$ cat src/rtl/byte_lookup_unit.sv
module byte_lookup_unit #(
  parameter int NUM_REGS = 4,
  parameter int REG_W    = 64,
  parameter int LANES    = 4,
  parameter int SEL_W    = $clog2(NUM_REGS),
  parameter int LEN_W    = $clog2(NUM_REGS * (REG_W / 8) + 1)
) (
  input  logic               clk,
  input  logic               rst_n,
  input  logic               wr_en,
  input  logic [SEL_W-1:0]   wr_sel,
  input  logic [REG_W-1:0]   wr_data,
  input  logic               req_valid,
  input  logic [LANES*8-1:0] idx_word,
  input  logic [LANES*8-1:0] dflt_word,
  input  logic [LEN_W-1:0]   tbl_len,
  output logic               res_valid,
  output logic [LANES*8-1:0] res_word
);
  localparam int BPR       = REG_W / 8;
  localparam int OFS_W     = $clog2(BPR);
  localparam int TBL_BYTES = NUM_REGS * BPR;
  localparam int OUT_W     = LANES * 8;

  logic [REG_W-1:0] tbl [NUM_REGS];
  logic [OUT_W-1:0] pick;

  for (genvar g = 0; g < LANES; g++) begin : g_lane
    logic [7:0]       ix;
    logic             hit;
    logic [SEL_W-1:0] rsel;
    logic [OFS_W-1:0] bsel;
    logic [REG_W-1:0] row;

    assign ix   = idx_word[g*8 +: 8];
    assign hit  = (32'(ix) < 32'(tbl_len)) && (32'(ix) < 32'(TBL_BYTES));
    assign rsel = ix[OFS_W +: SEL_W];
    assign bsel = ix[OFS_W-1:0];
    assign row  = tbl[rsel];
    assign pick[g*8 +: 8] = hit ? row[{bsel, 3'b000} +: 8] : dflt_word[g*8 +: 8];
  end

  always_ff @(posedge clk) begin
    if (!rst_n) begin
      for (int k = 0; k < NUM_REGS; k++) tbl[k] <= '0;
    end else if (wr_en) begin
      tbl[wr_sel] <= wr_data;
    end
  end

  always_ff @(posedge clk) begin
    if (!rst_n) begin
      res_valid <= 1'b0;
      res_word  <= '0;
    end else begin
      res_valid <= req_valid;
      if (req_valid) res_word <= pick;
    end
  end
endmodule

$ cat config.mk
export PLATFORM = sky130hd
export DESIGN_NAME = byte_lookup_unit
export DESIGN_NICKNAME = d
export VERILOG_FILES = /design/src/rtl/byte_lookup_unit.sv
export SDC_FILE = /design/constraint.sdc
export NUM_CORES = 1
export LEC_CHECK = 0
export ABC_AREA = 0
export BUFFER_PORTS_ARGS = -buffer_cell sky130_fd_sc_hd__clkbuf_2
export CAP_MARGIN = 10
export CORE_MARGIN = 3
export CORE_UTILIZATION = 50
export CTS_CLUSTER_SIZE = 10
export DETAILED_ROUTE_END_ITERATION = 10
export GPL_TIMING_DRIVEN = 0
export PLACE_DENSITY = 0.82
export SLEW_MARGIN = 10
export SYNTH_ARGS = -nofsm -noshare
export SYNTH_HDL_FRONTEND = slang
export SYNTH_SLANG_ARGS = --single-unit
$ cat constraint.sdc
create_clock -name clk -period 2.9 [get_ports clk]
set_input_delay 0.29 -clock clk [delete_from_list [all_inputs] [get_ports clk]]
set_output_delay 0.29 -clock clk [all_outputs]
set_load 0.03 [all_outputs]
==> metrics, run 1 <==
outcome complete, but fails checks; failing checks negative setup slack; most used cell along the critical path nand3_1; Post-synth EDFFs 256; CP max stage delay 730 ps; Tot GR Track Use 0.425; Worst-path clk slew 50 ps; port bufs 170; Seq/Total Area, Yosys 0.424; clock insertion delay at the later pin of the skew report 560 ps; Slew HR 0.0878; Worst-Margin Slew 1370 ps; worst IR drop on VDD 528 uV; final setup TNS -196 ps; TritonCTS Buffers 36; routability cong. 1.08; Final Slew Violations 0; # rows 72; DRT Wirelength 88800 um; synth unique cells 54; async set or reset register ratio after synthesis 0; Via Count 16082; Worst Slack Setup Final -156 ps; Leakage 0.00840 uW; non-filler instance count after layout 2152; pin count of the biggest net entering global routing 43; area of the multi-input gates 0.0106 sq mm; final antenna-violating net count 0; Die Y 204 um; max_cap viols 0; RSZ-0062 raised after global routing no; delay-heaviest family, CP buffers and inverters; GR Overflow Total 0; top cells by count, synth 256 x edfxtp_1, 229 x mux4_2, 198 x and2_1; first-pass GRT wire length 121000 um; Reg area 0.00835 sq mm; postcts setup bufs 0; WP data required 3320 ps; Reg2Reg Depth 6; Synth top area share 0.391; post-synth net total 1564; Initial Util 0.508; Root Buffer clkbuf_16; CP max stage cell clkbuf_1; Avg Vias per Cell 7.47; crit-path max FO 10; Tot Pwr 12000 uW; type of origin of the critical path input port; prevailing post-synth register cell edfxtp_1; Placed Cells 2098; Post-Synth XOR/XNOR Area 0; top cells by area, synth edfxtp_1 39%, mux4_2 26%, and2_1 6.3%, mux2i_1 4.3%, dfxtp_1 3.4%; simple-gate share of the synthesized area 0.124; WP data arrival 3480 ps; synthesized area 0.0197 sq mm; Critical Path End Type flip-flop; Critical path origin idx_word[4]; DIE AREA 0.0418 sq mm; Fin. Hold Viols 0; Levels on crit path 9; Pwr Density 536 mW/mm^2; Core Region 0.0387 sq mm; Synthesis Warnings 0; DR WL/cell 41.3 um; FF+latch count, synth 289; HPWL Detailed 67300 um; count leader, synth edfxtp_1; R2R Setup Slk 270 ps; I/O pin count 173; share of layout cells above drive strength 1 0.319; Synth Area in Adders 0.0127; H-tree Lvls 2; compound-cell area share of the yosys netlist 0.0667; critical path class in2reg; Clock Skews 36.6 ps; crit share post-route 1.05; RR Endpoint res_word[14]; fill count 3125; antenna violations before repair 5; crit path time final 3060 ps; Area Growth Syn to Fin 13.9%; largest family of logic cells by synthesized area multiplexers; Max Root-Sink Buffers 3; Setup crit end res_word[4]; Die Wd 204 um; DRT Pass-1 Iters 6; worst r2r src tbl[0][22]; cell taking the most area after synthesis edfxtp_1; Mean Syn Cell Area 14.0 sq um; Syn Inst Count 1404; # setup viols final 3; multiplexer share of the synthesized area 0.331; worst min-delay path class in2reg; initial drt markers 2782; hold slack 45.1 ps; TritonCTS clock tree yes; Nets 1781; worst path cell trace clkbuf_2 > buf_4 > clkbuf_1 > clkdlybuf4s15_2 > mux4_2 > mux2i_1 > a22oi_1 > nand3_1 > nand3_1; total clock sinks 289; CP bufs+invs 4; vias in the first global route 15456; pre-CTS setup slack -961 ps; Post-route DRC 0; Max Fclk 327 MHz
[worst min path at each step]
stage	start	to	slack, ps	depth (start not counted)
CTS	wr_data[11]	tbl[1][11]	40	2
detailed placement	res_word[5]	res_word[5]	500	2
finish	wr_data[14]	tbl[0][14]	50	2
floorplan	dflt_word[7]	res_word[7]	440	2
global placement	res_word[14]	res_word[14]	480	2
global route	wr_data[61]	tbl[1][61]	60	2
[metrics by stage]
step | area [sq um] | utilization
floorplan | 19700 | -
finish | 22400 | 0.579
global route | 22400 | 0.579
detailed placement | 21300 | 0.551
global placement | 21200 | 0.547
CTS | 22400 | 0.578
[report_power, final]
part	switching, uW	leakage, uW	internal [uW]
sequential	353	0.00277	4880
clock	1690	0.000489	2340
combinational	1620	0.00514	1140
[layout make-up]
type / instances / area share
well taps: 518 / 0.0289
clock inverters: 5 / 0.00112
repair buffers: 181 / 0.0456
diodes: 2 / 0.000223
multi-input cells: 967 / 0.471
flip-flops and latches: 289 / 0.372
clock buffers: 44 / 0.0434
inverters: 16 / 0.00268
plain buffers: 130 / 0.0346
[registers in the layout (all words and copies together) (netlist names)]
| register | cells |
|---|---|
| tbl | 256 |
| res_word | 32 |
| res_valid | 1 |
[cells in the final DEF, fill, tap and decap left out, types with 6 or more instances in the layout]
cell type    n
a221oi_1    20
inv_1       14
and3_1      64
a211oi_1    18
clkbuf_2   174
nor2_1      22
mux4_2     229
buf_6       10
ha_1        20
a21oi_1     33
a31oi_1     14
dfxtp_1     33
o221ai_1    23
nand4_1     10
nand2b_1     9
o21ai_0     22
mux4_1      12
mux4_4       7
mux2i_1     85
buf_4       14
clkbuf_16   38
and2_1     198
nor3_1       8
clkbuf_1    72
edfxtp_1   256
nand3_1     31
nand2_1     54
buf_2       16
buf_8        6
buf_1        7
nor2b_1     15
a22oi_1     17
[per-layer routing]
metal  share of wire  routed length, um  GRT usage
met1            0.36              31900      0.555
met4           0.080               7120      0.273
met5         0.00015                 13          0
met3            0.14              12700      0.151
met2            0.42              37100      0.605
[logic make-up (layout without fill, tap and decap cells)]
group	after synthesis	count (layout)
buffers and inverters	148	376
and+or+nand+nor	429	429
DFF	289	289
other	0	2
AOI/OAI and AO/OA	184	184
muxes	334	334
adders and majority gates	20	20
[timing repair]
action,in CTS,in global routing
hold buffers,5,0
resized for setup,8,8
hold endpoints to repair,5,0
endpoints found under the setup margin,10,7
[worst reg2reg max path, stage by stage, from the launching register on]
cell and delay, ps:
edfxtp_1 450, mux4_2 510, and2_1 220, a211oi_1 720, a31oi_1 100, a21oi_1 330, o221ai_1 170
(Power assumes the default switching activity.)
==> run 2, diff against run 1 <==
- MAX_ROUTING_LAYER: unset -> met4
==> metrics, run 2 (synthesis results as in run 1) <==
outcome complete, but fails checks; failing checks negative setup slack; CP max stage cell clkbuf_1; Finished Core Util 0.580 (+0.00103); Core Region 0.0387 sq mm (unchanged); CP bufs+invs 4 (unchanged); max reg flops 256 (unchanged); Slew HR 0.0162 (-0.0716); pre-CTS setup slack -841 ps (+120 ps); Die Y 204 um (unchanged); most common cell after layout, fill and taps aside edfxtp_1; fill count 3122 (-0.096%); worst IR drop on VDD 468 uV (-11%); initial drt markers 3461 (+24%); HPWL Detailed 66300 um (-1.4%); worst min-delay path class in2reg; Final Slew Violations 0 (unchanged); share of layout cells above drive strength 1 0.318 (-0.00159); DIE AREA 0.0418 sq mm (unchanged); Reg area 0.00835 sq mm (unchanged); critical path class in2reg; Largest Register tbl; port bufs 170 (unchanged); registers with the most flip-flops tbl (256), res_word (32), res_valid (1); DRT Pass-1 Iters 8 (+2); Tot GR Track Use 0.438 (+0.0123); Root Buffer clkbuf_16; Leakage 0.00840 uW (about the same); final antenna-violating net count 0 (unchanged); max_cap viols 0 (unchanged); Max Root-Sink Buffers 3 (unchanged); TritonCTS Buffers 36 (unchanged); GR Overflow Total 0 (unchanged); vias in the first global route 15169 (-1.9%); crit-path max FO 10 (unchanged); most frequent cells in the layout 256 x edfxtp_1, 229 x mux4_2, 198 x and2_1, 173 x clkbuf_2, 85 x mux2i_1; most used cell along the critical path clkbuf_1; Avg Vias per Cell 7.54 (+0.86%); delay-heaviest family, CP buffers and inverters; TritonCTS clock tree yes; # rows 72 (unchanged); clock insertion delay at the later pin of the skew report 560 ps (about the same); pin count of the biggest net entering global routing 46 (+7.0%); Clock Skews 25.3 ps (-11.3 ps); H-tree Lvls 2 (unchanged); Worst Slack Setup Final -137 ps (+19.6 ps); antenna violations before repair 6 (+1); WP data arrival 3490 ps (about the same); Post-route DRC 0 (unchanged); CP max stage delay 950 ps (+220 ps); Nets 1781 (unchanged); Worst-path clk slew 50 ps (about the same); total clock sinks 289 (unchanged); area of the multi-input gates 0.0106 sq mm (about the same); Initial Util 0.508 (unchanged); Die Wd 204 um (unchanged); crit share post-route 1.05 (-0.00676); Critical Path End Type flip-flop; DRT Wirelength 89000 um (+0.20%); type of origin of the critical path input port; Max Fclk 329 MHz (+0.65%); Via Count 16311 (+1.4%); # setup viols final 4 (+1); Area Growth Syn to Fin 14.1%; hold slack 35.0 ps (-10.0 ps); WP data required 3350 ps (+30 ps); DR WL/cell 41.1 um (-0.36%); crit path time final 3040 ps (-19.6 ps); Worst-Margin Slew 1480 ps (+107 ps); I/O pin count 173 (unchanged); Pwr Density 543 mW/mm^2 (+1.4%); Tot Pwr 12200 uW (+1.6%); Fin. Hold Viols 0 (unchanged); routability cong. 1.10 (+1.8%); first-pass GRT wire length 121000 um (-0.21%); RSZ-0062 raised after global routing no; worst path cell trace clkbuf_2 > buf_4 > clkbuf_1 > clkbuf_1 > mux4_2 > mux2i_1 > nand2_1 > nand4_1 > nand3_1
## run 2: final timing paths
kind                 from      endpoint  slack (ps)  depth (start not counted)
max reg2reg     tbl[1][2]  res_word[10]         330                          6
min          dflt_word[8]   res_word[8]          40                          3
min reg2reg   res_word[5]   res_word[5]         500                          2
max           idx_word[4]   res_word[2]        -140                          9
## run 2: report_power, final
group          leakage, uW  switching [uW]  internal [uW]
registers          0.00277             351           4880
clock network     0.000503            1760           2450
logic              0.00513            1640           1130
total              0.00840            3740           8470
## run 2: routing by layer
metal  global-route usage  up-vias  wire length (um)
li1                     -     6192                 -
met1                0.547     8082             30600
met2                0.617     1686             37700
met3                0.179      351             14700
met4                0.221        0              5930
met5                    -        -                 0
## run 2: per-stage QoR
step           area (sq um)  setup TNS (ps)  cells
6_report              22500            -265   2164
2_1_floorplan         19700               0   1404
4_1_cts               22400               0   2155
3_5_place_dp          21300          -39440   2097
3_3_place_gp          21200         -661720   2092
5_1_grt               22500               0   2162
## run 2: final cells by class
type	instances	area share
antenna	9	0.00100
buffer	131	0.0339
sequential	289	0.372
multi-input combinational	967	0.470
inverter	16	0.00267
clock inverter	3	0.00189
clock buffer	51	0.0444
tap	518	0.0288
timing repair buffer	180	0.0453
## run 2: repair_timing
item | in CTS | in global routing
endpoints found under the setup margin | 10 | 6
resized for setup | 6 | 8
hold endpoints to repair | 5 | 0
buffers inserted | 0 | 0
hold buffers | 5 | 0
## run 2: worst reg2reg max path, cell delays in order, from the launching register on
cell	delay, ps
edfxtp_1	420
mux4_1	510
and2_1	170
a211oi_1	570
a311oi_1	100
a21oi_1	500
o221ai_1	170
==> run 3, diff against run 2 <==
- RECOVER_POWER: unset -> 50
==> metrics, run 3 (synthesis results as in run 1) <==
outcome complete, but fails checks; failing checks max-capacitance violations, max-slew violations, negative setup slack; critical path class in2reg; Root Buffer clkbuf_16; max reg flops 256 (unchanged); port bufs 170 (unchanged); TritonCTS clock tree yes; registers with the most flip-flops tbl (256), res_word (32), res_valid (1); Critical Path End Type flip-flop; H-tree Lvls 2 (unchanged); Area Growth Syn to Fin 13.9%; Via Count 16353 (+0.26%); Comb power frac 0.227 (about the same); gr busiest metal met2; type of origin of the critical path input port; crit-path max FO 10 (unchanged); most common cell after layout, fill and taps aside edfxtp_1; Die Wd 204 um (unchanged); pre-CTS setup slack -841 ps (unchanged); Largest Register tbl; routability cong. 1.10 (unchanged); Clock power frac 0.344 (about the same); total clock sinks 289 (unchanged); Core Region 0.0387 sq mm (unchanged); Worst Slack Setup Final -76.9 ps (+59.6 ps); Avg Vias per Cell 7.56 (+0.35%); final antenna-violating net count 0 (unchanged); Reg area 0.00835 sq mm (unchanged); GR Util met1 0.547 (unchanged); Tot GR Track Use 0.438 (unchanged); met2 usage 0.617 (unchanged); WP data required 3340 ps (about the same); Worst-path clk slew 60 ps (about the same); pin count of the biggest net entering global routing 46 (unchanged); Reg power frac 0.429 (about the same); Final Slew Violations 8 (+8); most frequent cells in the layout 256 x edfxtp_1, 229 x mux4_2, 138 x clkbuf_2, 116 x clkbuf_1, 108 x and2_0; crit share post-route 1.03 (-0.0205); Fin. Hold Viols 0 (unchanged); DR WL/cell 41.2 um (+0.25%); Nets 1781 (unchanged); first-pass GRT wire length 121000 um (unchanged); DP Area 0.0213 sq mm (unchanged); NetSw 3730 uW (-0.32%); HPWL Detailed 66300 um (unchanged); RSZ-0062 raised after global routing no; Clock Skews 23.0 ps (-2.33 ps); clock insertion delay at the later pin of the skew report 560 ps (about the same); DRT Pass-1 Iters 9 (+1); Initial Util 0.508 (unchanged); P_int 8460 uW (-0.13%); initial drt markers 3420 (-1.2%); # rows 72 (unchanged); I/O pin count 173 (unchanged); TritonCTS Buffers 36 (unchanged); Post-route DRC 0 (unchanged); Max Fclk 336 MHz (+2.0%); Max Root-Sink Buffers 3 (unchanged); GR Util met3 0.179 (unchanged); Net Sw Frac 0.306 (-0.000411); vias in the first global route 15169 (unchanged); GR Overflow Total 0 (unchanged); WP data arrival 3420 ps (-70 ps); Leakage 0.00818 uW (-2.7%); crit path time final 2980 ps (-59.6 ps); fill count 3149 (+0.86%); DRT Wirelength 89100 um (+0.16%); Slew HR -0.242 (-0.258); # setup viols final 4 (unchanged); Worst-Margin Slew 1860 ps (+383 ps); DIE AREA 0.0418 sq mm (unchanged); max_cap viols 3 (+3); Pwr Density 544 mW/mm^2 (about the same); antenna violations before repair 6 (unchanged); Die Y 204 um (unchanged); worst IR drop on VDD 468 uV (about the same); area of the multi-input gates 0.0106 sq mm (about the same); share of layout cells above drive strength 1 0.295 (-0.0226); Design Area, Final 0.0224 sq mm (-0.24%); worst min-delay path class in2reg; postcts setup bufs 0 (unchanged)
[run 3: cell types whose count changed in the layout (fill, tap and decap cells not counted), sizes merged]
cell	change
buf	-1
clkbuf	+1
diode	-2
[run 3: layout make-up]
class                   instances  share of cell area
multi-input cells             967               0.471
flip-flops and latches        289               0.372
clock buffers                  51              0.0445
repair buffers                180              0.0435
plain buffers                 131              0.0339
well taps                     518              0.0289
inverters                      16             0.00268
clock inverters                 3             0.00190
diodes                          7            0.000782
[run 3: critical path: stages]
cell and delay (ps):
clkbuf_2 110, buf_4 280, clkbuf_1 680, clkbuf_1 910, mux4_2 450, mux2i_1 320, nand2_1 110, nand4_1 170
nand3_1 90
[run 3: path summary, 6_finish.rpt]
path               startpoint      endpoint  slack, ps  cells past startpoint
hold / removal    wr_data[61]    tbl[1][61]         40                      2
hold reg to reg   res_word[5]   res_word[5]        510                      2
setup reg to reg    tbl[1][2]  res_word[10]        280                      6
setup / recovery  idx_word[4]   res_word[2]        -80                      9
[run 3: per-layer routing]
metal	share of wire	vias to the layer above	wire, um
li1	-	6192	-
met1	0.35	8100	30900
met2	0.42	1681	37700
met3	0.16	380	14500
met4	0.067	0	5980
met5	0	-	0
[run 3: through the flow]
stage,setup TNS [ps],cells,hold slack [ps],total power [uW],utilization
2_1_floorplan,0,1404,436,6710,-
3_3_place_gp,-661720,2092,474,7870,0.547
3_5_place_dp,-39440,2097,488,7910,0.551
4_1_cts,0,2155,24.9,12000,0.579
5_1_grt,0,2162,59.6,12400,0.579
6_report,-143,2162,43.5,12200,0.579
[run 3: repair_timing]
item	4_1_cts	5_1_grt
hold buffers	5	0
pin swaps	0	0
gates resized for setup	6	8
hold endpoints to repair	5	0
endpoints found under the setup margin	10	6
gates cloned	0	0
[run 3: power groups by stage]
stage	combinational, uW	clock (uW)	sequential, uW
floorplan	1500	0	5210
global placement	2590	0	5280
detailed placement	2630	0	5280
CTS	2640	4200	5200
global route	2780	4330	5250
finish	2760	4200	5230
